### src/rtl/pgp_pkg.sv
`timescale 1ns/1ps
package pgp_pkg;
  // Control sequence of the output path.
  typedef enum logic [1:0] {
    ST_WARM  = 2'd0,  // start-up hold-off counting
    ST_RUN   = 2'd1,  // output may be gated on
    ST_DRAIN = 2'd2,  // waiting for the last pulse to finish
    ST_OFF   = 2'd3   // oscillator path frozen
  } pgp_state_e;
endpackage

### src/rtl/pgp_sync.sv
`timescale 1ns/1ps
// Two-flop synchroniser for a bundle of independent asynchronous pins.
module pgp_sync #(
  parameter int W = 2,
  parameter logic [W-1:0] RST_VAL = '0
) (
  input  logic         clk,
  input  logic         rst_n,
  input  logic [W-1:0] d,
  output logic [W-1:0] q
);
  logic [W-1:0] meta_q;

  always_ff @(posedge clk or negedge rst_n) begin
    if (!rst_n) begin
      meta_q <= RST_VAL;
      q      <= RST_VAL;
    end else begin
      meta_q <= d;
      q      <= meta_q;
    end
  end
endmodule

### src/rtl/pgp_pd_filter.sv
`timescale 1ns/1ps
// Accepts a power-down request only after it has persisted for DG cycles.
module pgp_pd_filter #(
  parameter int DG = 16
) (
  input  logic clk,
  input  logic rst_n,
  input  logic pwr_s,
  output logic pd_req
);
  localparam int CW = $clog2(DG + 1);
  localparam logic [CW-1:0] DG_C = CW'(DG);

  logic [CW-1:0] low_q;

  always_ff @(posedge clk or negedge rst_n) begin
    if (!rst_n)              low_q <= '0;
    else if (pwr_s)          low_q <= '0;
    else if (low_q != DG_C)  low_q <= low_q + 1'b1;
  end

  assign pd_req = (low_q == DG_C);
endmodule

### src/rtl/pgp_divider.sv
`timescale 1ns/1ps
// Power-of-two divider. A new exponent is loaded only on a period boundary
// or while halted, and the count restarts from zero each time.
module pgp_divider #(
  parameter int MAX_EXP = 8,
  parameter int CODE_W  = 4,
  localparam int EW     = $clog2(MAX_EXP + 1)
) (
  input  logic              clk,
  input  logic              rst_n,
  input  logic              run,
  input  logic [CODE_W-1:0] code,
  output logic              div_next,
  output logic [EW-1:0]     exp_cur
);
  localparam int CW = MAX_EXP + 1;

  logic [CW-1:0] cnt_q, cnt_nx, lim;
  logic [EW-1:0] exp_q, exp_nx, exp_req;
  logic          at_end;

  always_comb begin
    if (code > CODE_W'(MAX_EXP)) exp_req = EW'(MAX_EXP);
    else                         exp_req = EW'(code);
  end

  assign lim    = CW'((32'd2 << exp_q) - 32'd1);
  assign at_end = (cnt_q == lim);

  always_comb begin
    if (!run || at_end) begin
      cnt_nx = '0;
      exp_nx = exp_req;
    end else begin
      cnt_nx = cnt_q + 1'b1;
      exp_nx = exp_q;
    end
  end

  assign div_next = cnt_nx[exp_nx];

  always_ff @(posedge clk or negedge rst_n) begin
    if (!rst_n) begin
      cnt_q <= '0;
      exp_q <= '0;
    end else begin
      cnt_q <= cnt_nx;
      exp_q <= exp_nx;
    end
  end

  assign exp_cur = exp_q;
endmodule

### src/rtl/pgp_gate.sv
`timescale 1ns/1ps
// Output gate: the enable is sampled only while the divided clock is low,
// so a high pulse is either passed whole or suppressed whole.
module pgp_gate (
  input  logic clk,
  input  logic rst_n,
  input  logic div_next,
  input  logic en,
  output logic clk_out,
  output logic gate_open
);
  logic gate_q, out_q;

  always_ff @(posedge clk or negedge rst_n) begin
    if (!rst_n) begin
      gate_q <= 1'b0;
      out_q  <= 1'b0;
    end else begin
      if (!div_next) gate_q <= en;
      out_q <= div_next & gate_q;
    end
  end

  assign clk_out   = out_q;
  assign gate_open = gate_q;
endmodule

### src/rtl/gated_pow2_prescaler.sv
`timescale 1ns/1ps
module gated_pow2_prescaler
  import pgp_pkg::*;
#(
  parameter int MAX_EXP         = 8,
  parameter int CODE_W          = 4,
  parameter int START_CYCLES    = 512,
  parameter int DEGLITCH_CYCLES = 16
) (
  input  logic              clk,
  input  logic              rst_n,
  input  logic [CODE_W-1:0] presc_code,
  input  logic              oe_pin,
  input  logic              pwr_pin,
  input  logic              drive_low,
  output logic              clk_out,
  output logic              pad_oe,
  output logic              ready
);
  localparam int EW       = $clog2(MAX_EXP + 1);
  localparam int WARM_LEN = 2 * START_CYCLES;  // core cycles per start-up
  localparam int WW       = $clog2(WARM_LEN + 1);
  localparam logic [WW-1:0] WARM_LAST = WW'(WARM_LEN - 1);

  logic [1:0]    pins_s;
  logic          oe_s, pwr_s, pd_req, run, en, div_next, gate_open;
  logic [EW-1:0] exp_cur;
  logic [WW-1:0] warm_cnt;
  pgp_state_e    state;

  // pwr resets to "run" so that reset release is not taken as a request.
  pgp_sync #(.W(2), .RST_VAL(2'b10)) u_sync (
    .clk(clk), .rst_n(rst_n), .d({pwr_pin, oe_pin}), .q(pins_s)
  );
  assign oe_s  = pins_s[0];
  assign pwr_s = pins_s[1];

  pgp_pd_filter #(.DG(DEGLITCH_CYCLES)) u_filt (
    .clk(clk), .rst_n(rst_n), .pwr_s(pwr_s), .pd_req(pd_req)
  );

  assign run = (state != ST_OFF);

  pgp_divider #(.MAX_EXP(MAX_EXP), .CODE_W(CODE_W)) u_div (
    .clk(clk), .rst_n(rst_n), .run(run), .code(presc_code),
    .div_next(div_next), .exp_cur(exp_cur)
  );

  assign ready = (state == ST_RUN);
  assign en    = oe_s & ready;

  pgp_gate u_gate (
    .clk(clk), .rst_n(rst_n), .div_next(div_next), .en(en),
    .clk_out(clk_out), .gate_open(gate_open)
  );

  always_ff @(posedge clk or negedge rst_n) begin
    if (!rst_n) begin
      state    <= ST_WARM;
      warm_cnt <= '0;
    end else begin
      case (state)
        ST_WARM: begin
          if (pd_req)                     state <= ST_DRAIN;
          else if (warm_cnt == WARM_LAST) state <= ST_RUN;
          else                            warm_cnt <= warm_cnt + 1'b1;
        end
        ST_RUN:   if (pd_req) state <= ST_DRAIN;
        ST_DRAIN: if (!gate_open && !clk_out) state <= ST_OFF;
        ST_OFF: begin
          if (pwr_s) begin
            state    <= ST_WARM;
            warm_cnt <= '0;
          end
        end
        default: state <= ST_OFF;
      endcase
    end
  end

  assign pad_oe = run | drive_low;
endmodule

### config.mk
export PLATFORM = sky130hd
export DESIGN_NAME = gated_pow2_prescaler
export DESIGN_NICKNAME = d
export VERILOG_FILES = /design/src/rtl/pgp_pkg.sv /design/src/rtl/pgp_sync.sv /design/src/rtl/pgp_pd_filter.sv /design/src/rtl/pgp_divider.sv /design/src/rtl/pgp_gate.sv /design/src/rtl/gated_pow2_prescaler.sv
export SDC_FILE = /design/constraint.sdc
export NUM_CORES = 1
export LEC_CHECK = 0
export BUFFER_PORTS_ARGS = -buffer_cell sky130_fd_sc_hd__buf_2
export CAP_MARGIN = 40
export CORE_ASPECT_RATIO = 2
export CORE_MARGIN = 4
export CORE_UTILIZATION = 63
export CTS_CLUSTER_SIZE = 28
export DETAILED_ROUTE_END_ITERATION = 10
export HOLD_SLACK_MARGIN = 0.05
export PLACE_DENSITY = 0.8
export SYNTH_ARGS = -nofsm -noshare
export SYNTH_HDL_FRONTEND = slang
export SYNTH_HIERARCHICAL = 1
export SYNTH_SLANG_ARGS = --single-unit
### constraint.sdc
create_clock -name clk -period 8.05 [get_ports clk]
set_input_delay 0.4025 -clock clk [delete_from_list [all_inputs] [get_ports clk]]
set_output_delay 0.4025 -clock clk [all_outputs]
set_load 0.005 [all_outputs]
# Word-level counts from Yosys, hierarchy flattened

Index checks and enable logic that the tools add are counted.

Register bits after elaboration: 37
Input port bits: 9
Word-level logic and storage cells: 60

Add/subtract/negate cells: 4
Magnitude comparators: 2
Equal/unequal tests: 14
Shifts and indexed selects: 1
Multiplexer cells: 17
Bitwise logic cells: 3
Reductions and logical operators: 10

Operators by type and width:

| kind                  | number |
|---|---|
| $mux 11               | 3 |
| $pmux 11 s2           | 1 |
| $add 11x1->11 const B | 1 |
| $eq 11x10->1 const B  | 1 |
| $mux 2                | 5 |
| $mux 5                | 2 |
| $add 9x1->9 const B   | 1 |
| $eq 9x9->1            | 1 |
| $mux 9                | 1 |
| $shl 2x4->9 const A   | 1 |
| $sub 9x1->9 const B   | 1 |
| $mux 4                | 2 |
| $ne 2x2->1 const B    | 4 |
| $pmux 2 s4            | 1 |
| $reduce_and 4->1      | 2 |
| $add 5x1->5 const B   | 1 |
| $eq 5x5->1 const B    | 1 |
| $lt 4x5->1 const B    | 1 |
| $ne 5x5->1 const B    | 1 |
| $bmux 1 s4            | 1 |
| $eq 2x2->1 const B    | 2 |
| $gt 4x4->1 const B    | 1 |
| $ne 2x1->1 const B    | 2 |
| $reduce_bool 2->1     | 2 |
| 9 further kinds       | 12 |

# Longest topological paths before layout

Gate-level depths: netlist of the first run.

Depth after elaboration: 8
Depth in mapped cells: 12

# Cells and area by module

The synthesis of the first run kept the hierarchy.

Modules (own cells, without submodules):

| module               | times used | cells an instance | area an instance (um2) |
|---|---|---|---|
| pgp_divider          | 1          | 124               | 1073.5 |
| gated_pow2_prescaler | 1          | 100               | 934.6 |
| pgp_pd_filter        | 1          | 26                | 289.0 |
| pgp_sync             | 1          | 4                 | 102.6 |
| pgp_gate             | 1          | 4                 | 72.6 |

# Worst setup path after synthesis of the first run

Ideal clock, no wire load.

Path kind: reg-to-reg
Start point: register u_div.exp_q[2], in the netlist u_div/exp_cur[2]
End point: register u_gate.gate_q, in the netlist u_gate/gate_open
Arrival: 2.677 ns
Required time: 7.925 ns
Path slack: 5.248 ns
Stages on the path, launching flop included: 13
Buffers on the path: 3
Clock period less this slack: 2.802 ns
Path through: dfrtp_1 > clkbuf_1 > nor2_1 > nand3_1 > ha_1 > buf_2 > and2_1 > o2111a_1 > a211oi_1 > o41ai_4 > buf_6 > a31oi_1 > mux2_4

Longest elaborated chain between the ends: 7
Elaborated cells between the ends (all ways): 8

RTL lines:

| item                             | line                       | RTL |
|---|---|---|
| from (decl)                      | pgp_divider.sv:19          | `logic [EW-1:0] exp_q, exp_nx, exp_req;` |
| from (signal assigned)           | pgp_divider.sv:48          | `exp_q <= exp_nx;` |
| $shl 2x4->9                      | pgp_divider.sv:27          | `assign lim = CW'((32'd2 << exp_q) - 32'd1);` |
| $sub 9x1->9                      | pgp_divider.sv:27          |  |
| $eq 9x9->1                       | pgp_divider.sv:28          | `assign at_end = (cnt_q == lim);` |
| $logic_or 1x1->1                 | pgp_divider.sv:31          | `if (!run \|\| at_end) begin` |
| $mux 9 or $mux 4 (tied branches) | pgp_divider.sv:31          |  |
| $bmux 1 s4 *                     | pgp_divider.sv:40          | `assign div_next = cnt_nx[exp_nx];` |
| $mux 1 (implied by the code) *   | pgp_divider.sv:40          |  |
| net div_next                     | gated_pow2_prescaler.sv:26 | `logic oe_s, pwr_s, pd_req, run, en, div_next, gate_open;` |
| to (signal assigned)             | pgp_gate.sv:19             | `if (!div_next) gate_q <= en;` |
| to (decl)                        | pgp_gate.sv:12             | `logic gate_q, out_q;` |

Mark *: on every way through the listed nets, which the timed path passes. The rest lies on a longest branch. The select of a mux whose other input is x is not followed.
A chain may end at the register's enable or synchronous reset.

# Worst setup path after layout of the first run

Start point: register u_div.exp_q[3], in the netlist u_div/exp_cur[3]
End point: register u_gate.gate_q, in the netlist u_gate/gate_open

The elaborated chain is that of the path after synthesis.

==> results.json, run 1 <==
{
  "final_cell_mix": "dfrtp_1, nor2_1, inv_1",
  "clk_latency_ns": 0.29,
  "power_leakage_nw": 1.15,
  "postCtsSetupBuffers": 0,
  "die_x_um": 52.3,
  "synth-main-ff-cell": "dfrtp_1",
  "syn_nets": 277,
  "clock.fmax_mhz": 321,
  "relSlewSlack_pct": 46.0,
  "cts-htree-levels": 2,
  "p_seq_share_pct": 38.7,
  "fin_total_pwr_uw": 831,
  "fp.dieH_um": 96.6,
  "p_switching_uw": 373,
  "worstPathMaxFanout": 14,
  "ys_warn_count": 6,
  "rows": 32,
  "wl_um": 5390,
  "start_util_pct": 65.0,
  "critPathRequiredTime_ns": 8.23,
  "finish.utilization_pct": 68.8,
  "grt_pass1_wl_um": 8930,
  "grt_overflow": 0,
  "synth_top_family_by_area": "simple AND/OR/NAND/NOR gates",
  "hold_violations": 0,
  "synth-simple-area-share_pct": 25.2,
  "via_count": 2005,
  "vias_per_cell": 6.31,
  "cts-root-buf": "clkbuf_8",
  "startpoint_type": "flip-flop",
  "timing.final.crit_share_pct": 38.7,
  "syn_area_um2": 2470,
  "switching_share_pct": 44.8,
  "numCtsBuffers": 5,
  "synth_top_area_share_pct": 35.4,
  "status": "finished clean",
  "synth_edf_count": 0,
  "min_path_type": "primary input to async pin",
  "rsz0062_at_grt": "no",
  "port_buffers": 11,
  "pwr-share-clk_pct": 14.8,
  "crit_path_end_kind": "flip-flop",
  "period_needed_ns": 3.12,
  "multi_input_area_um2": 1420,
  "hpwl_um": 4140,
  "intPower_uw": 458,
  "grt_pass1_vias": 2018,
  "areaGrowthSynthToFinish_pct": 5.77,
  "dr.first_iter.drc_count": 57,
  "final_antenna_net_count": 0,
  "synthAdderAreaFrac_pct": 5.06,
  "ys_seq_area_share_pct": 37.6,
  "worst-setup-path-type": "flip-flop to flip-flop",
  "io_pins": 12,
  "maxSlewViolCount": 0,
  "diodes": 0,
  "post_cts_resize_count": 0,
  "finalWeightedCongestion": 0.814,
  "drv_cap": 0,
  "synth-async-reset-ratio_pct": 100,
  "cts_hold_buf": 0,
  "dieArea_um2": 5050,
  "grtUsageTotal_pct": 24.0,
  "final_common_cell": "dfrtp_1",
  "finalSetupViolations": 0,
  "tightest_slew_ns": 0.808,
  "fin_tns_setup_ns": 0,
  "comb_power_share_pct": 46.5,
  "fin_area_um2": 2620,
  "ys_types": 55,
  "clock_sink_count": 37,
  "cts_buffer_depth": 2,
  "syn-mean-instance-area_um2": 9.58,
  "grt_max_degree": 38,
  "arrival_ns": 3.29,
  "final_nets": 285,
  "placed_area_um2": 2530,
  "synthCells": 258,
  "clkTransAtPathRegs_ns": 0.07,
  "synth_largest_area_cell": "dfrtp_1",
  "firstDrtPassIters": 4,
  "synth_compound_area_share_pct": 16.2,
  "synth_xor_area_share_pct": 4.61,
  "antenna_found_initial": 0,
  "core_area_um2": 3800,
  "cts_tree": "built",
  "seq_area_um2": 928,
  "route.detailed.drc": 0,
  "synth_area_leaders": "dfrtp_1, ha_1, nand3_1",
  "fillers": 307,
  "drive_above_1_share_pct": 13.1,
  "peakVddDrop_mv": 0.191,
  "routedWlPerCell_um": 16.9,
  "clock_skew_ns": 0.00324,
  "p_per_area_nw_per_um2": 318,
  "synth_seq_cells": 37,
  "synth.mux.area_fraction_pct": 6.28
}
[critical path: stages, from the launching register on]
cell and delay, ns:
dfrtp_1 0.52, nor2_1 0.25, nand3_1 0.11, ha_1 0.32
and2_1 0.21, o21ai_0 0.19, a221oi_2 0.11, o41ai_4 0.80
a31oi_1 0.15, mux2_4 0.33
[worst paths after layout]
kind,cells past startpoint,slack [ns],end,startpoint
setup / recovery,9,4.93,u_gate/gate_open,u_div/exp_cur[3]
hold / removal,1,0.19,u_filt/low_q[4],rst_n
setup reg to reg,9,4.93,u_gate/gate_open,u_div/exp_cur[3]
hold reg to reg,0,0.35,u_sync/q[0],u_sync/meta_q[0]
max in group asynchronous,1,7.35,u_div/cnt_q[0],rst_n
min in group clk,1,0.20,u_sync/meta_q[1],pwr_pin
[synth_stat cells (3+ instances only)]
master    number
a211o_1        3
a211oi_1       3
a21oi_1        5
a31oi_1        3
and2_1         6
and2b_1        3
buf_2          5
clkbuf_1       3
dfrtp_1       35
ha_1          10
inv_1         18
mux2_2         4
mux2i_1        8
nand2_1       14
nand2b_1      11
nand3_1       17
nand4_1        4
nor2_1        20
nor2b_1        5
nor3_1         6
o211ai_1       5
o21ai_0       10
or4_1          4
xnor2_1        8
xor2_1         5
[cell type report]
class	instances	share of cell area [%]
clock buffers	6	2.78
well taps	51	2.44
flip-flops and latches	37	35.5
clock inverters	2	0.383
multi-input cells	193	54.2
repair buffers	11	2.11
inverters	18	2.58
[registers in the layout, summed over array words and instances (netlist names)]
| name | flops |
|---|---|
| warm_cnt | 11 |
| u_div/cnt_q | 9 |
| u_filt/low_q | 5 |
| u_div/exp_cur | 4 |
| state | 2 |
| u_sync/meta_q | 2 |
| u_sync/q | 2 |
| u_gate/clk_out | 1 |
| u_gate/gate_open | 1 |
[power groups by stage]
| stage | sequential [mW] | combinational [mW] | clock [mW] |
|---|---|---|---|
| finish | 0.322 | 0.387 | 0.123 |
| global route | 0.331 | 0.427 | 0.134 |
| CTS | 0.319 | 0.386 | 0.127 |
| detailed placement | 0.323 | 0.385 | 0 |
| global placement | 0.321 | 0.378 | 0 |
| floorplan | 0.272 | 0.353 | 0 |
[through the flow]
step | hold slack, ns | setup WS [ns] | std cells
2_1_floorplan | 0.107 | 5.25 | 258
3_3_place_gp | 0.334 | 5.03 | 310
3_5_place_dp | 0.342 | 4.95 | 310
4_1_cts | 0.199 | 4.95 | 318
5_1_grt | 0.200 | 4.74 | 318
6_report | 0.190 | 4.93 | 318
[logic make-up (layout without fill, tap and decap cells)]
kind of cell	Yosys count	after routing
flip-flops	37	37
multiplexers	14	14
buffers and inverters	28	37
adder cells (fa/ha/maj)	10	10
AO/OA/AOI/OAI	48	48
XOR/XNOR	13	13
AND/OR/NAND/NOR	108	108
[metal layers]
layer | GRT usage [%] | up-vias | routed length, um | share of wire [%]
met3 | 3.69 | 22 | 107 | 2.0
met2 | 44.8 | 43 | 3150 | 58
met4 | 16.8 | 0 | 264 | 4.9
met5 | 0 | - | 0 | 0
met1 | 22.6 | 990 | 1870 | 35
li1 | - | 950 | - | -
Power figures use the tool's default switching activity.
==> run 2, diff against run 1 <==
- CORE_UTILIZATION: 63 -> 55
- PLACE_DENSITY: 0.8 -> 0.73
- clock period: 8.05 -> 2.7 ns (I/O delays scaled with it)
==> results.json, run 2 (synthesized netlist as in run 1, its figures left out) <==
{
  "status": "finished clean",
  "vias_per_cell": 6.21,
  "relSlewSlack_pct": 47.3,
  "arrival_ns": 2.73,
  "grt_pass1_wl_um": 9640,
  "fp.dieH_um": 103,
  "grt_pass1_vias": 2162,
  "numCtsBuffers": 5,
  "p_per_area_nw_per_um2": 998,
  "die_x_um": 55.4,
  "hold_violations": 0,
  "cts-root-buf": "clkbuf_8",
  "fin_tns_setup_ns": 0,
  "grt_max_degree": 38,
  "maxSlewViolCount": 0,
  "reg2reg_from": "u_div/exp_cur[0]",
  "wl_um": 5700,
  "worst-setup-path-type": "flip-flop to flip-flop",
  "timing.final.crit_share_pct": 94.5,
  "power_leakage_nw": 1.22,
  "finalWeightedCongestion": 0.900,
  "placed_area_um2": 2600,
  "hpwl_um": 4250,
  "dieArea_um2": 5700,
  "top_regs": "warm_cnt x11, u_div/cnt_q x9, u_filt/low_q x5",
  "areaGrowthSynthToFinish_pct": 11.9,
  "cts_buffer_depth": 2,
  "firstDrtPassIters": 4,
  "clock.fmax_mhz": 392,
  "fillers": 389,
  "r2r_slack_ns": 0.15,
  "crit_path_start": "u_div/exp_cur[0]",
  "final_common_cell": "dfrtp_1",
  "period_needed_ns": 2.55,
  "via_count": 2061,
  "regMostFlops": "warm_cnt",
  "drv_cap": 0,
  "reg2reg_to": "u_div/exp_cur[3]",
  "grt_overflow": 0,
  "core_area_um2": 4340,
  "diodes": 0,
  "crit_path_end_kind": "flip-flop",
  "fin_area_um2": 2770,
  "startpoint_type": "flip-flop",
  "finalSetupViolations": 0,
  "final_nets": 296,
  "routedWlPerCell_um": 17.2,
  "rsz0062_at_grt": "no",
  "tightest_slew_ns": 0.791,
  "postCtsSetupBuffers": 0,
  "clk_latency_ns": 0.29,
  "critPathRequiredTime_ns": 2.88,
  "cts-htree-levels": 2,
  "dr.first_iter.drc_count": 109,
  "drive_above_1_share_pct": 17.6,
  "cts_tree": "built",
  "start_util_pct": 57.0,
  "finalWorstSetupSlack_ns": 0.147,
  "min_path_type": "primary input to flip-flop",
  "io_pins": 12,
  "grtUsageTotal_pct": 21.5,
  "dp_slack_ns": 0.103,
  "port_buffers": 11,
  "rows": 34,
  "largest_register_ffs": 11,
  "clock_sink_count": 37,
  "setup.worst_path.end": "u_div/exp_cur[3]",
  "reg2regPathDepth": 7,
  "worstPathMaxFanout": 13,
  "antenna_found_initial": 0,
  "route.detailed.drc": 0,
  "clkTransAtPathRegs_ns": 0.07,
  "peakVddDrop_mv": 0.684,
  "final_cell_mix": "dfrtp_1, nor2_1, inv_1",
  "final_antenna_net_count": 0,
  "clock_skew_ns": 0.00570,
  "fin_total_pwr_mw": 2.76
}
## run 2: cell types whose count changed in the layout (fill, tap and decap cells not counted), sizes merged
| cell | delta |
|---|---|
| buf | +8 |
| clkinv | -2 |
| clkbuf | +1 |
| dlygate4sd3 | +3 |
| bufinv | +1 |
## run 2: layout make-up
class	count	area, um^2	share of cell area [%]
clock buffer	7	86.3	3.12
sequential	37	930	33.6
clock inverter	1	30.0	1.09
inverter	18	67.6	2.44
multi-input combinational	193	1440	51.9
tap	54	67.6	2.44
timing repair buffer	22	149	5.38
## run 2: routing by layer
| metal | GRT usage [%] | wire (um) |
|---|---|---|
| met1 | 19.2 | 1910 |
| met3 | 2.76 | 165 |
| met5 | 0 | 0 |
| met4 | 16.5 | 343 |
| met2 | 42.3 | 3280 |
## run 2: power breakdown
| group | switching (mW) | internal, mW | leakage [nW] |
|---|---|---|---|
| combinational | 0.818 | 0.607 | 0.681 |
| sequential | 0.156 | 0.689 | 0.479 |
| clock | 0.190 | 0.301 | 0.0585 |
| total | 1.16 | 1.60 | 1.22 |
## run 2: how the worst min path moves through the flow
stage	start	end	cells past startpoint
2_1_floorplan	rst_n	state[0]	0
3_3_place_gp	pwr_pin	u_sync/meta_q[1]	1
3_5_place_dp	pwr_pin	u_sync/meta_q[1]	1
4_1_cts	presc_code[1]	u_div/exp_cur[1]	3
5_1_grt	presc_code[1]	u_div/exp_cur[1]	3
6_report	presc_code[1]	u_div/exp_cur[1]	3
## run 2: critical path: stages, from the launching register on
cell and delay [ns]:
dfrtp_1 0.44, buf_4 0.22, nor4b_1 0.44, xnor2_1 0.17, nand4_1 0.18, o41ai_4 0.45, buf_6 0.21, mux2_2 0.34
## run 2: what timing repair did
item	4_1_cts	5_1_grt
setup endpoints to repair	0	3
gates resized for setup	0	6
hold buffers	3	0
endpoints found under the hold margin	37	0
## run 2: metrics by stage
stage / util, % / cells / hold slack [ns]
CTS: 63.4 / 332 / 0.0904
global placement: 60.0 / 321 / 0.241
floorplan: - / 258 / -0.161
finish: 63.8 / 332 / 0.112
detailed placement: 60.0 / 321 / 0.241
global route: 63.8 / 332 / 0.119
